<file path="src/rtl/irq_seq_pkg.sv">
package irq_seq_pkg;

  localparam int DATA_W     = 8;
  localparam int NUM_SRC    = 2;
  localparam int SRC_W      = (NUM_SRC > 1) ? $clog2(NUM_SRC) : 1;
  localparam int IDX_W      = $clog2(DATA_W);
  localparam int BIT_MASTER = 0;
  localparam int EN_BASE    = 1;
  localparam int FLAG_BASE  = 4;
  localparam int CTL_W      = 1 + NUM_SRC;

  typedef enum logic [SRC_W-1:0] {
    SRC_EXT = 'd0,
    SRC_TMR = 'd1
  } irq_src_e;

endpackage

</file>
<file path="src/rtl/irq_pin_sync.sv">
module irq_pin_sync #(
  parameter int   STAGES = 2,
  parameter logic IDLE   = 1'b1
) (
  input  logic clk,
  input  logic rst_n,
  input  logic pin_i,
  output logic fall_o
);

  logic [STAGES:0] chain_q;

  genvar g;
  generate
    for (g = 0; g <= STAGES; g++) begin : g_stage
      always_ff @(posedge clk or negedge rst_n) begin
        if (!rst_n) begin
          chain_q[g] <= IDLE;
        end else begin
          if (g == 0) chain_q[g] <= pin_i;
          else        chain_q[g] <= chain_q[g-1];
        end
      end
    end
  endgenerate

  // chain_q[STAGES-1] is the synchronized level, chain_q[STAGES] its previous value
  assign fall_o = chain_q[STAGES] & ~chain_q[STAGES-1];

endmodule

</file>
<file path="src/rtl/irq_ctrl_reg.sv">
module irq_ctrl_reg
  import irq_seq_pkg::*;
(
  input  logic               clk,
  input  logic               rst_n,
  input  logic               wr_i,
  input  logic [DATA_W-1:0]  wdata_i,
  input  logic               bset_i,
  input  logic               bclr_i,
  input  logic [IDX_W-1:0]   bidx_i,
  input  logic [NUM_SRC-1:0] event_i,
  input  logic               take_i,
  input  logic [SRC_W-1:0]   take_src_i,
  input  logic               reti_i,
  output logic               master_o,
  output logic [NUM_SRC-1:0] en_o,
  output logic [NUM_SRC-1:0] flag_o,
  output logic [DATA_W-1:0]  rdata_o
);

  logic [CTL_W-1:0]   ctl_q, ctl_d;
  logic               ctl_we;
  logic [NUM_SRC-1:0] flag_q, flag_d;
  logic               flag_we;
  logic               idx_ok;

  assign idx_ok = (int'(bidx_i) < CTL_W);

  // control bits: software, then return strobe, then hardware take
  always_comb begin
    ctl_d = ctl_q;
    if (wr_i) begin
      ctl_d = wdata_i[CTL_W-1:0];
    end else if (bclr_i) begin
      if (idx_ok) ctl_d[bidx_i] = 1'b0;
    end else if (bset_i) begin
      if (idx_ok) ctl_d[bidx_i] = 1'b1;
    end
    if (reti_i) ctl_d[BIT_MASTER] = 1'b1;
    if (take_i) ctl_d[BIT_MASTER] = 1'b0;
  end

  assign ctl_we = wr_i | bset_i | bclr_i | reti_i | take_i;

  always_ff @(posedge clk or negedge rst_n) begin
    if (!rst_n) begin
      ctl_q <= '0;
    end else if (ctl_we) begin
      ctl_q <= ctl_d;
    end
  end

  genvar s;
  generate
    for (s = 0; s < NUM_SRC; s++) begin : g_flag
      always_comb begin
        flag_d[s] = flag_q[s];
        if (take_i && (int'(take_src_i) == s)) flag_d[s] = 1'b0;
        if (event_i[s])                        flag_d[s] = 1'b1;
      end
    end
  endgenerate

  assign flag_we = take_i | (|event_i);

  always_ff @(posedge clk or negedge rst_n) begin
    if (!rst_n) begin
      flag_q <= '0;
    end else if (flag_we) begin
      flag_q <= flag_d;
    end
  end

  always_comb begin
    rdata_o = '0;
    rdata_o[BIT_MASTER] = ctl_q[BIT_MASTER];
    for (int i = 0; i < NUM_SRC; i++) begin
      rdata_o[EN_BASE + i]   = ctl_q[1 + i];
      rdata_o[FLAG_BASE + i] = flag_q[i];
    end
  end

  assign master_o = ctl_q[BIT_MASTER];
  assign en_o     = ctl_q[CTL_W-1:1];
  assign flag_o   = flag_q;

endmodule

</file>
<file path="src/rtl/irq_arbiter.sv">
module irq_arbiter
  import irq_seq_pkg::*;
(
  input  logic               clk,
  input  logic               rst_n,
  input  logic               master_i,
  input  logic [NUM_SRC-1:0] en_i,
  input  logic [NUM_SRC-1:0] flag_i,
  input  logic               ack_i,
  output logic               req_o,
  output logic [SRC_W-1:0]   src_o,
  output logic               take_o,
  output logic [SRC_W-1:0]   take_src_o
);

  logic [NUM_SRC-1:0] pend;
  logic               pend_any;
  logic [SRC_W-1:0]   win;
  logic               req_q, req_d;
  logic [SRC_W-1:0]   src_q, src_d;

  assign pend     = flag_i & en_i & {NUM_SRC{master_i}};
  assign pend_any = |pend;

  // lowest index has the highest priority
  always_comb begin
    win = '0;
    for (int i = NUM_SRC - 1; i >= 0; i--) begin
      if (pend[i]) win = SRC_W'(i);
    end
  end

  assign take_o     = ack_i & req_q;
  assign take_src_o = src_q;

  always_comb begin
    req_d = pend_any & ~take_o;
    src_d = pend_any ? win : src_q;
  end

  always_ff @(posedge clk or negedge rst_n) begin
    if (!rst_n) begin
      req_q <= 1'b0;
      src_q <= '0;
    end else begin
      req_q <= req_d;
      src_q <= src_d;
    end
  end

  assign req_o = req_q;
  assign src_o = src_q;

endmodule

</file>
<file path="src/rtl/irq_seq_ctrl.sv">
module irq_seq_ctrl
  import irq_seq_pkg::*;
#(
  parameter int SYNC_STAGES = 2
) (
  input  logic              clk,
  input  logic              rst_n,
  input  logic              reg_wr,
  input  logic [DATA_W-1:0] reg_wdata,
  input  logic              reg_bset,
  input  logic              reg_bclr,
  input  logic [IDX_W-1:0]  reg_bidx,
  output logic [DATA_W-1:0] reg_rdata,
  input  logic              ext_pin,
  input  logic              tmr_ovf,
  input  logic              irq_ack,
  input  logic              core_reti,
  output logic              irq_req,
  output logic [SRC_W-1:0]  irq_src
);

  logic [1:0]         rst_sync_q;
  logic               rst_int_n;
  logic               ext_fall;
  logic [NUM_SRC-1:0] events;
  logic               master;
  logic [NUM_SRC-1:0] en;
  logic [NUM_SRC-1:0] flag;
  logic               take;
  logic [SRC_W-1:0]   take_src;

  // asynchronous assertion, synchronous release
  always_ff @(posedge clk or negedge rst_n) begin
    if (!rst_n) rst_sync_q <= 2'b00;
    else        rst_sync_q <= {rst_sync_q[0], 1'b1};
  end
  assign rst_int_n = rst_sync_q[1];

  irq_pin_sync #(
    .STAGES (SYNC_STAGES),
    .IDLE   (1'b1)
  ) u_pin_sync (
    .clk    (clk),
    .rst_n  (rst_int_n),
    .pin_i  (ext_pin),
    .fall_o (ext_fall)
  );

  always_comb begin
    events          = '0;
    events[SRC_EXT] = ext_fall;
    events[SRC_TMR] = tmr_ovf;
  end

  irq_ctrl_reg u_ctrl_reg (
    .clk        (clk),
    .rst_n      (rst_int_n),
    .wr_i       (reg_wr),
    .wdata_i    (reg_wdata),
    .bset_i     (reg_bset),
    .bclr_i     (reg_bclr),
    .bidx_i     (reg_bidx),
    .event_i    (events),
    .take_i     (take),
    .take_src_i (take_src),
    .reti_i     (core_reti),
    .master_o   (master),
    .en_o       (en),
    .flag_o     (flag),
    .rdata_o    (reg_rdata)
  );

  irq_arbiter u_arbiter (
    .clk        (clk),
    .rst_n      (rst_int_n),
    .master_i   (master),
    .en_i       (en),
    .flag_i     (flag),
    .ack_i      (irq_ack),
    .req_o      (irq_req),
    .src_o      (irq_src),
    .take_o     (take),
    .take_src_o (take_src)
  );

endmodule

</file>
<file path="config.mk">
export PLATFORM = sky130hd
export DESIGN_NAME = irq_seq_ctrl
export DESIGN_NICKNAME = d
export VERILOG_FILES = /design/src/rtl/irq_seq_pkg.sv /design/src/rtl/irq_pin_sync.sv /design/src/rtl/irq_ctrl_reg.sv /design/src/rtl/irq_arbiter.sv /design/src/rtl/irq_seq_ctrl.sv
export SDC_FILE = /design/constraint.sdc
export NUM_CORES = 1
export LEC_CHECK = 0
export BUFFER_PORTS_ARGS = -buffer_cell sky130_fd_sc_hd__buf_2
export CORE_MARGIN = 2
export CORE_UTILIZATION = 25
export DETAILED_ROUTE_END_ITERATION = 12
export GPL_TIMING_DRIVEN = 0
export SKIP_CTS_REPAIR_TIMING = 1
export SLEW_MARGIN = 20
export SYNTH_ARGS = -nofsm -noshare
export SYNTH_HDL_FRONTEND = slang
export SYNTH_SLANG_ARGS = --single-unit
</file>
<file path="constraint.sdc">
create_clock -name clk -period 1.1 [get_ports clk]
set_input_delay 0.22 -clock clk [delete_from_list [all_inputs] [get_ports clk]]
set_output_delay 0.22 -clock clk [all_outputs]
set_load 0.005 [all_outputs]
</file>
* After elaboration in Yosys (flattened, before gate mapping)
Index checks and enable logic that the tools add are counted.
Operators by class: $lt $le $gt $ge 3, muxes and demuxes 15, bitwise gates (word level) 16, reductions and logical operators 15
Operators by type and width (count):
- 2-to-1 mux 3 bit | 5
- 2-to-1 mux 1 bit | 9
- AND reduction 3 bit | 2
- nonzero test 2 bit | 3
- OR 1 bit | 5
- nonzero test 5 bit | 1
- AND 2 bit | 2
- AND reduction 2 bit | 2
- nonzero test 4 bit | 1
- OR reduction 2 bit | 2
- AND 1 bit | 3
- AND 3 bit | 1
- greater-or-equal comparator 3 x 1 -> 1 bit (second input constant) | 1
- logical AND 1 bit | 3
- less-than comparator 3 x 2 -> 1 bit (second input constant) | 1
- less-than comparator 3 bit (second input constant) | 1
- NOT 1 bit | 3
- NOT 3 bit | 1
- OR 3 bit | 1
- nonzero test 3 bit | 1
- demux 1 bit (select 2 bit) | 1
Word-level totals: register bits after elaboration 12, word-level logic and storage cells 59

* Depth between registers and ports, before layout
Gate-level depths: netlist of the first run.
word-level depth 11, mapped depth 3, gate-level depth less buffers 3

* Modules after synthesis
Synthesis of the first run repeated with hierarchy kept, for this count alone.
Unflattened totals: cell total of the unflattened synthesis 48, area total of the unflattened synthesis 561.8 sq um
Modules (own cells, without submodules):
- irq_ctrl_reg | times used 1, cells each 33, area an instance 316.6 sq um, sequential area each 125.1 sq um
- irq_arbiter | times used 1, cells each 8, area an instance 98.8 sq um, sequential area each 50.0 sq um
- irq_pin_sync | times used 1, cells each 4, area an instance 92.6 sq um, sequential area each 78.8 sq um
- irq_seq_ctrl | times used 1, cells each 3, area an instance 53.8 sq um, sequential area each 50.0 sq um

* Worst setup path after synthesis of the first run
Ideal clock, no wire load.
kind input-to-reg, start point input port reg_bidx[1], end point register u_ctrl_reg.ctl_q[0], data arrival time 893 ps, setup slack 83 ps, stages 3, path buffers 0, cell sequence or4b_1 -> o211ai_1 -> a21boi_1
Between the ends: word-level cells in the longest chain between the ends 11, elaborated cells between the ends (all ways) 18, those cells by class order compare: 3; mux: 9; bitwise: 3; reduce/logical: 3
RTL lines:
- start: declaration | line irq_seq_ctrl.sv:12 | input logic [IDX_W-1:0] reg_bidx,
- greater-or-equal comparator 3 x 1 -> 1 bit (not written as such) / less-than comparator 3 bit (equally long branches) | line irq_ctrl_reg.sv:35, irq_ctrl_reg.sv:37
- logical AND 1 bit (not written as such) | line irq_ctrl_reg.sv:35, irq_ctrl_reg.sv:37
- 2-to-1 mux 1 bit (not written as such) | line irq_ctrl_reg.sv:35, irq_ctrl_reg.sv:37
- demux 1 bit (select 2 bit)
- OR 3 bit (no source line) / NOT 3 bit (equally long branches)
- 2-to-1 mux 3 bit / AND 3 bit (equally long branches)
- 2-to-1 mux 3 bit (on tied branches) | line irq_ctrl_reg.sv:36, irq_ctrl_reg.sv:35
- 2-to-1 mux 3 bit | line irq_ctrl_reg.sv:34 | end else if (bclr_i) begin
- 2-to-1 mux 3 bit | line irq_ctrl_reg.sv:32 | if (wr_i) begin
- 2-to-1 mux 1 bit | line irq_ctrl_reg.sv:39 | if (reti_i) ctl_d[BIT_MASTER] = 1'b1;
- 2-to-1 mux 1 bit | line irq_ctrl_reg.sv:40 | if (take_i) ctl_d[BIT_MASTER] = 1'b0;
- end signal: assignment | line irq_ctrl_reg.sv:49 | ctl_q <= ctl_d;
- end: declaration | line irq_ctrl_reg.sv:21 | logic [CTL_W-1:0] ctl_q, ctl_d;
Several ways; a longest one is shown, not always the timed one. The select of a mux whose other input is x is not followed. A chain may end at the register's enable or synchronous reset.

* Final worst setup path of the first run
start point register u_ctrl_reg.flag_q[1], in the netlist u_ctrl_reg.flag_o[1], end point output port reg_rdata[5]
RTL lines:
- start: declaration | line irq_ctrl_reg.sv:23 | logic [NUM_SRC-1:0] flag_q, flag_d;
- start signal: assignment | line irq_ctrl_reg.sv:70 | flag_q <= flag_d;
- end: declaration | line irq_seq_ctrl.sv:13 | output logic [DATA_W-1:0] reg_rdata,
No word-level cell between the ends.

==> results.py, run 1 <==
metrics = {
    "yosys": {
        "yosysWarnings": 0,
        "synthCells": 45,
        "avgSynthCellArea_sq_um": 11.07,
        "synth_top_cell_area_share_pct": 45.23,
        "netlist_area_sq_um": 498.0,
        "yosysUniqueCellTypes": 19,
        "synth_seq_area_share_pct": 61.06,
        "synth_area_leaders": "dfrtp_1 (45%), dfstp_2 (16%), buf_4 (6.0%), o21ai_0 (4.0%), a31oi_1 (3.8%)",
        "yosysTopAreaCell": "dfrtp_1",
        "synth-seq-cells": 12,
    },
    "power": {
        "p_comb_share_pct": 18.7,
        "power.share.clock_pct": 30.5,
        "p_per_area_nw_per_um2": 1616,
        "peakVddDrop_mv": 0.8741,
        "swShare_pct": 26.00,
        "finalPower_mw": 1.116,
        "intPower_mw": 0.8259,
        "p_leak_nw": 0.3361,
        "power_switching_mw": 0.2902,
        "seqPwrFrac_pct": 50.9,
    },
    "worst_setup_path": {
        "critPathLaunchType": "flop",
        "arrival_ns": 0.83,
        "cp_top_family": "flip-flops",
        "crit_chain": "buf_2",
        "end_kind": "output pin",
        "cp_slowest_cell": "dfrtp_1",
        "setup.worst_path.class": "reg -> out",
        "critPathMaxFanout": 4,
        "r2r_end": "u_ctrl_reg.ctl_q[0]",
        "reg2reg_slack_ns": 0.22,
        "worst_ep_required_time_ns": 0.88,
        "ff2ff_path_depth": 3,
        "critPathBufInv": 1,
        "cp-startpoint": "u_ctrl_reg.flag_o[1]",
        "worstReg2RegStart": "u_ctrl_reg.ctl_q[0]",
        "max_stage_delay_ns": 0.42,
    },
    "clock_network": {
        "clockBufferDepth": 2,
        "cts_buffers": 3,
        "cts.clk_slew.worst_paths_ns": 0.07,
        "cts_tree": "yes",
        "clkLatencyLatePin_ns": 0.27,
        "h-tree-depth": 1,
        "clock_sinks": 12,
        "clock_tree.root_cell": "clkbuf_4",
    },
    "grt": {
        "grtUsageTotal_pct": 8.882,
        "grt_pass1_wl_mm": 1.566,
        "grt_max_degree": 11,
        "grt_pass1_vias": 386,
        "antenna_found_initial": 0,
        "grt-ovfl-total": 0,
    },
    "place": {
        "dpl.hpwl_um": 735.3,
        "gp_congestion": 0.7741,
        "dp.cells": 95,
        "post_dp_cell_area_sq_um": 644.4,
        "port_buffers": 21,
    },
    "timing": {
        "setup_tns_ns": 0,
        "setup_violations": 0,
        "maxSlewViolCount": 0,
        "grt_setup_unrepaired": "false",
        "finalCriticalPeriod_ns": 1.050,
        "max_freq_mhz": 952.5,
        "hold_violations": 0,
        "finalCritPeriodShare_pct": 95.44,
        "skew_ns": 0.005173,
    },
    "finish": {
        "diodes": 0,
        "mostFrequentLayoutCell": "buf_2",
        "final_cells": 100,
        "area_growth_pct": 38.69,
        "layout_common_cells": "buf_2 (21), dfrtp_1 (9)",
        "fin_area_sq_um": 690.7,
        "final_util_pct": 35.94,
        "drive_gt1_share_pct": 45.21,
        "nFillCells": 202,
        "final_net_count": 94,
    },
    "die": {
        "num_io_pins": 30,
        "dieWidth_um": 48.63,
        "core_sq_um": 1922,
        "die_h_um": 48.63,
        "rows": 16,
        "die-area_sq_um": 2365,
        "start_util_pct": 25.91,
    },
    "drt": {
        "dr.first_iter.drc_count": 9,
        "num_vias": 409,
        "wire_per_inst_um": 9.620,
        "routed_via_density": 4.090,
        "drc_errors": 0,
        "ant_nets": 0,
        "firstDrtPassIters": 4,
        "wl_um": 962,
    },
    "hold_path": {
        "hold_start": "ext_pin",
        "min_delay_worst_endpoint": "u_pin_sync.chain_q[0]",
        "min_path_type": "in -> reg",
        "whs_path_depth": 1,
    },
    "run": {
        "maxCapViolCount": 0,
    },
    "status": {
        "status": "finished clean",
    },
}
cells in the mapped netlist:
master	instances
inv_1	2
nand2_1	4
nand3_1	1
o211ai_1	1
a31o_2	1
o21ai_0	4
conb_1	2
nor2_1	2
a21oi_1	2
nor4b_1	1
a22oi_1	1
dfrtp_1	9
a21boi_1	1
dfstp_2	3
buf_4	4
or4b_1	1
a31oi_1	3
nor3b_1	1
a21o_1	2
power by group through the flow:
| stage | Sequential (mW) | Clock, mW | Combinational (mW) |
|---|---|---|---|
| 6_report | 0.568 | 0.340 | 0.208 |
| 5_1_grt | 0.580 | 0.372 | 0.233 |
| 4_1_cts | 0.574 | 0.359 | 0.200 |
| 3_5_place_dp | 0.582 | 0 | 0.199 |
| 3_3_place_gp | 0.580 | 0 | 0.194 |
| 2_1_floorplan | 0.575 | 0 | 0.0924 |
kinds of logic after synthesis:
family / Yosys count / share of synthesized area, %
AOI/OAI and AO/OA: 15 / 19.10
DFF: 12 / 61.06
and+or+nand+nor: 10 / 10.80
buffers and inverters: 6 / 7.538
other: 2 / 1.508
routing by layer:
metal	global-route usage, %	up-vias	routed length, um
met1	9.881	184	451
met3	6.173	0	92
li1	-	207	-
met2	13.47	18	418
met4	2.857	0	0
met5	0	-	0
layout make-up:
| class | count | area [sq um] | share of cell area [%] |
|---|---|---|---|
| Buffer | 3 | 22.52 | 3.261 |
| Clock buffer | 4 | 36.28 | 5.254 |
| Inverter | 2 | 7.507 | 1.087 |
| Multi-Input combinational cell | 29 | 163.9 | 23.73 |
| Sequential cell | 12 | 304.0 | 44.02 |
| Tap cell | 27 | 33.78 | 4.891 |
| Timing Repair Buffer | 23 | 122.6 | 17.75 |
through the flow:
step	hold WS (ns)	setup WS (ns)
after floorplan	-0.07559	0.08255
after global placement	0.006403	-0.05716
after detailed placement	0.008061	-0.05575
after CTS	-0.2926	-0.09356
after global routing	0.03212	0.01220
final	0.04655	0.05012
how the worst max path moves through the flow:
stage                          endpoint  slack, ns  cells after the start
floorplan           u_ctrl_reg.ctl_q[0]       0.08                      3
global placement    u_ctrl_reg.ctl_q[0]      -0.06                      4
detailed placement  u_ctrl_reg.ctl_q[0]      -0.06                      4
CTS                        reg_rdata[0]      -0.09                      2
global route               reg_rdata[5]       0.01                      1
finish                     reg_rdata[5]       0.05                      1
(Power assumes the default switching activity.)
==> run 2: changes to the inputs <==
SETUP_SLACK_MARGIN = 0.15   (was unset)
SLEW_MARGIN = 15   (was 20)
==> run 2 against run 1 <==
Net effect:
- combinational power rose by 47%
- routed wire length rose by 2.4%
- clock-buffer cell count stayed put
- largest cell class unchanged
- hold slack improved by 0.0021 ns
- critical path depth increased by 1
- core utilization up 2.6 points
==> results.py, run 2 (synthesized netlist as in run 1, its figures left out) <==
metrics = {
    "worst_setup_path": {
        "worst_ep_required_time_ns": 0.88,
        "ff2ff_path_depth": 3,
        "critPathLaunchType": "flop",
        "setup.worst_path.class": "reg -> out",
        "r2r_end": "u_ctrl_reg.ctl_q[0]",
        "worstReg2RegStart": "u_ctrl_reg.ctl_q[0]",
        "arrival_ns": 0.87,
        "reg2reg_slack_ns": 0.20,
        "critPathMaxFanout": 2,
        "end_kind": "output pin",
    },
    "timing": {
        "finalCritPeriodShare_pct": 98.70,
        "finalCriticalPeriod_ns": 1.086,
        "setup_tns_ns": 0,
        "setup_violations": 0,
        "max_freq_mhz": 921.0,
        "worst_hold_slack_ns": 0.04865,
        "hold_violations": 0,
        "finalWorstSetupSlack_ns": 0.01425,
        "maxSlewViolCount": 0,
        "skew_ns": 0.0009266,
        "grt_setup_unrepaired": "true",
    },
    "finish": {
        "nFillCells": 207,
        "area_growth_pct": 48.74,
        "diodes": 0,
        "layout_common_cells": "buf_2 (20), dfrtp_1 (9), buf_4 (9)",
        "final_net_count": 100,
        "drive_gt1_share_pct": 49.37,
        "mostFrequentLayoutCell": "buf_2",
        "final_cells": 106,
        "final_util_pct": 38.54,
    },
    "power": {
        "power_switching_mw": 0.2991,
        "intPower_mw": 0.8335,
        "p_comb_share_pct": 27.0,
        "swShare_pct": 26.41,
        "p_leak_nw": 0.3621,
        "power.share.clock_pct": 24.0,
        "peakVddDrop_mv": 0.8685,
        "p_per_area_nw_per_um2": 1529,
        "seqPwrFrac_pct": 49.0,
    },
    "clock_network": {
        "cts_buffers": 3,
        "h-tree-depth": 1,
        "cts.clk_slew.worst_paths_ns": 0.07,
        "cts_tree": "yes",
        "clock_tree.root_cell": "clkbuf_4",
        "clock_sinks": 12,
        "clockBufferDepth": 2,
        "clkLatencyLatePin_ns": 0.26,
    },
    "place": {
        "pre_cts_ws_ns": -0.04651,
        "dp.cells": 95,
        "port_buffers": 21,
        "gp_congestion": 0.7416,
        "dpl.hpwl_um": 763.2,
    },
    "die": {
        "die_h_um": 48.63,
        "dieWidth_um": 48.63,
        "rows": 16,
        "die-area_sq_um": 2365,
        "core_sq_um": 1922,
        "start_util_pct": 25.91,
        "num_io_pins": 30,
    },
    "drt": {
        "ant_nets": 0,
        "drc_errors": 0,
        "dr.first_iter.drc_count": 3,
        "wl_um": 985,
        "routed_via_density": 4.264,
        "wire_per_inst_um": 9.292,
        "firstDrtPassIters": 4,
        "num_vias": 452,
    },
    "run": {
        "maxCapViolCount": 0,
    },
    "grt": {
        "grt_pass1_vias": 407,
        "grt_max_degree": 11,
        "antenna_found_initial": 0,
        "grt_pass1_wl_mm": 1.628,
        "grtUsageTotal_pct": 9.085,
        "grt-ovfl-total": 0,
    },
    "hold_path": {
        "min_path_type": "in -> reg",
        "whs_path_depth": 1,
        "hold_start": "ext_pin",
        "min_delay_worst_endpoint": "u_pin_sync.chain_q[0]",
    },
    "status": {
        "status": "finished clean",
    },
}
## run 2: final cells by class
class | count | area [sq um] | area share, %
multi-input cells | 29 | 168.9 | 22.80
well taps | 27 | 33.78 | 4.561
flip-flops and latches | 12 | 304.0 | 41.05
inverters | 2 | 7.507 | 1.014
repair buffers | 28 | 166.4 | 22.47
plain buffers | 4 | 33.78 | 4.561
clock buffers | 4 | 26.28 | 3.547
## run 2: worst max-delay path by stage
stage | depth (start not counted) | startpoint | to | slack (ns)
2_1_floorplan | 3 | reg_bidx[1] | u_ctrl_reg.ctl_q[0] | 0.09
3_3_place_gp | 4 | reg_bidx[1] | u_ctrl_reg.ctl_q[0] | -0.05
3_5_place_dp | 4 | reg_bidx[1] | u_ctrl_reg.ctl_q[0] | -0.05
4_1_cts | 2 | u_ctrl_reg.ctl_q[0] | reg_rdata[0] | -0.08
5_1_grt | 2 | u_ctrl_reg.ctl_q[0] | reg_rdata[0] | -0.02
6_report | 2 | u_ctrl_reg.ctl_q[0] | reg_rdata[0] | 0.01
## run 2: through the flow
stage	total power [mW]	cell area, sq um
floorplan	0.6671	505.5
global placement	0.7738	644.4
detailed placement	0.7805	644.4
CTS	1.053	670.6
global route	1.211	740.7
finish	1.133	740.7
## run 2: worst max-delay path, stage by stage, from the launching register on
cell	delay, ns
dfrtp_1	0.39
buf_6	0.12
buf_6	0.10
## run 2: per-layer routing
metal  global-route usage [%]  part of all wire (%)
met1                    10.30                    44
met2                    13.93                    46
met3                    5.864                   9.9
met4                    2.857                     0
met5                        0                     0
## run 2: power by group through the flow
stage | clock [mW] | sequential (mW) | combinational (mW)
3_3_place_gp | 0 | 0.580 | 0.194
6_report | 0.272 | 0.555 | 0.306
4_1_cts | 0.281 | 0.575 | 0.198
5_1_grt | 0.311 | 0.564 | 0.337
2_1_floorplan | 0 | 0.575 | 0.0924
3_5_place_dp | 0 | 0.583 | 0.198
==> run 3: changes to the inputs <==
ABC_AREA = 1   (was unset)
==> run 3 against run 2 <==
Net effect:
- routed wire length increased by 12%
- combinational power increased by 33%
- the run now ends with negative setup slack left
- fmax decreased by 1.3%
- first-iteration DRC count decreased by 33%
- synthesized area increased by 18%
- die area increased by 17%
- largest power group unchanged
- clock skew increased by 0.0087 ns
- clock-buffer cell count unchanged
- largest cell class unchanged
- core utilization decreased by 1.8 points
- sequential power increased by 6.1%
==> results.py, run 3 <==
metrics = {
    "finish": {
        "layout_common_cells": "nand2_1 (27), buf_2 (20), nand3_1 (9), dfrtp_1 (9), inv_1 (8)",
        "drive_gt1_share_pct": 35.19,
        "mostFrequentLayoutCell": "nand2_1",
        "multi_input_area_sq_um": 224.0,
        "diodes": 0,
        "final_net_count": 129,
        "nFillCells": 245,
        "seqCellArea_sq_um": 304.0,
        "area_growth_pct": 38.09,
    },
    "yosys": {
        "synthFlopType": "dfrtp_1",
        "synthCells": 76,
        "synth_edf_count": 0,
        "ys_top_cells_by_count": "nand2_1 (27), dfrtp_1 (9), nand3_1 (9), inv_1 (8), nor2_1 (5)",
        "synth.most_common_cell": "nand2_1",
        "yosysWarnings": 0,
        "synth_top_cell_area_share_pct": 38.30,
        "netlist_area_sq_um": 588.1,
        "yosysTopAreaCell": "dfrtp_1",
        "ys_async_sr_fraction_pct": 100.0,
        "synth-seq-cells": 12,
        "synth_area_leaders": "dfrtp_1 (38%), nand2_1 (17%), dfstp_2 (13%), nand3_1 (7.7%), buf_4 (5.1%)",
        "avgSynthCellArea_sq_um": 7.738,
        "synth_seq_area_share_pct": 51.70,
        "yosysUniqueCellTypes": 13,
    },
    "worst_setup_path": {
        "critPathMaxFanout": 2,
        "critPathBufInv": 2,
        "max_stage_delay_ns": 0.40,
        "worstReg2RegStart": "u_ctrl_reg.ctl_q[0]",
        "worst_ep_required_time_ns": 0.88,
        "worstSetupPathDepth": 2,
        "arrival_ns": 0.88,
        "crit_chain": "buf_6 -> buf_6",
        "end_kind": "output pin",
        "cp_slowest_cell": "dfrtp_1",
        "cp-startpoint": "u_ctrl_reg.ctl_q[0]",
        "cpMostUsedCell": "buf_6",
        "critPathLaunchType": "flop",
        "cp_top_family": "flip-flops",
        "ff2ff_path_depth": 7,
        "setup.worst_path.class": "reg -> out",
    },
    "drt": {
        "dr.first_iter.drc_count": 2,
        "firstDrtPassIters": 4,
        "wire_per_inst_um": 8.096,
        "routed_via_density": 3.949,
        "ant_nets": 0,
        "drc_errors": 0,
        "num_vias": 537,
        "wl_mm": 1.101,
    },
    "timing": {
        "hold_violations": 0,
        "finalWorstSetupSlack_ns": -0.0001837,
        "setup_tns_ns": -0.0001837,
        "setup_violations": 1,
        "max_freq_mhz": 908.9,
        "grt_setup_unrepaired": "true",
        "finalCriticalPeriod_ns": 1.100,
        "finalCritPeriodShare_pct": 100.0,
        "worst_hold_slack_ns": 0.05863,
        "maxSlewViolCount": 0,
        "skew_ns": 0.009598,
    },
    "die": {
        "start_util_pct": 26.58,
        "die_h_um": 52.50,
        "die-area_sq_um": 2756,
        "rows": 17,
        "num_io_pins": 30,
        "dieWidth_um": 52.50,
        "core_sq_um": 2212,
    },
    "grt": {
        "grt_pass1_wl_mm": 1.842,
        "antenna_found_initial": 0,
        "grt-ovfl-total": 0,
        "grt_pass1_vias": 506,
        "grt_max_degree": 11,
        "grtUsageTotal_pct": 9.145,
    },
    "clock_network": {
        "clock_tree.root_cell": "clkbuf_4",
        "h-tree-depth": 1,
        "clkLatencyLatePin_ns": 0.27,
        "cts.clk_slew.worst_paths_ns": 0.07,
        "cts_tree": "yes",
        "clockBufferDepth": 2,
        "clock_sinks": 12,
        "cts_buffers": 3,
    },
    "power": {
        "finalPower_mw": 1.265,
        "p_leak_nw": 0.4663,
        "peakVddDrop_mv": 0.8308,
        "p_per_area_nw_per_um2": 1557,
    },
    "place": {
        "port_buffers": 21,
        "dpl.hpwl_um": 938.2,
        "pre_cts_ws_ns": 0.1302,
        "gp_congestion": 0.7929,
    },
    "hold_path": {
        "hold_start": "ext_pin",
        "whs_path_depth": 1,
        "min_path_type": "in -> reg",
    },
    "run": {
        "maxCapViolCount": 0,
    },
    "status": {
        "violations": "negative setup slack",
        "status": "complete, but fails checks",
    },
}
## run 3: cell count changes in the layout (fill, tap and decap cells not counted), moves of 2 or more
cell / before / now
nand2_1: 4 / 27
nand3_1: 1 / 9
inv_1: 2 / 8
a31oi_1: 3 / 0
nor2_1: 2 / 5
a21o_1: 2 / 0
buf_4: 9 / 7
inv_2: 0 / 2
o21ai_0: 4 / 2
## run 3: path summary, 6_finish.rpt
kind	end	slack, ns
setup / recovery	reg_rdata[0]	-0.0002
hold / removal	u_pin_sync.chain_q[0]	0.06
setup reg to reg	u_ctrl_reg.ctl_q[0]	0.13
hold reg to reg	async pin	0.14
max in group asynchronous	u_pin_sync.chain_q[0]	0.64
min in group asynchronous	async pin	0.14
## run 3: worst reg2reg max path, stage by stage (launching register included)
cell and delay, ns:
dfrtp_1 0.40, buf_4 0.15, inv_1 0.05, nand2_1 0.05, nand3_1 0.06, nand2_1 0.06
nand2_1 0.06, nand2_1 0.04
## run 3: where the power goes
group | total [mW] | switching, mW | leakage, nW | internal [mW]
Clock | 0.268 | 0.128 | 0.0150 | 0.140
Combinational | 0.408 | 0.180 | 0.317 | 0.227
Sequential | 0.589 | 0.0601 | 0.135 | 0.529
## run 3: through the flow
stage               area, sq um  util [%]  instances
floorplan                 595.6         -         78
global placement          735.7     33.26        127
detailed placement        735.7     33.26        127
CTS                       762.0     34.45        131
global route              812.0     36.71        136
finish                    812.0     36.71        136
## run 3: cell families (layout without fill, tap and decap cells)
kind of cell | count (synthesis) | in the layout | synth area share [%]
buf+inv | 14 | 44 | 11.49
simple gates | 42 | 42 | 30.00
flops | 12 | 12 | 51.70
other cells | 2 | 4 | 1.277
compound gates | 6 | 6 | 5.532
## run 3: final cells by class
class	count	area share, %
buffer	4	4.160
clock buffer	4	3.236
inverter	10	4.622
multi-input combinational	52	27.58
sequential	12	37.44
tap	28	4.314
timing repair buffer	26	18.64
## run 3: layer usage
metal | vias up | track usage (%) | wire length [um]
met5 | - | 0 | 0
met4 | 0 | 2.564 | 0
met3 | 0 | 4.000 | 80
met2 | 13 | 15.42 | 512
met1 | 236 | 10.41 | 508
li1 | 288 | - | -
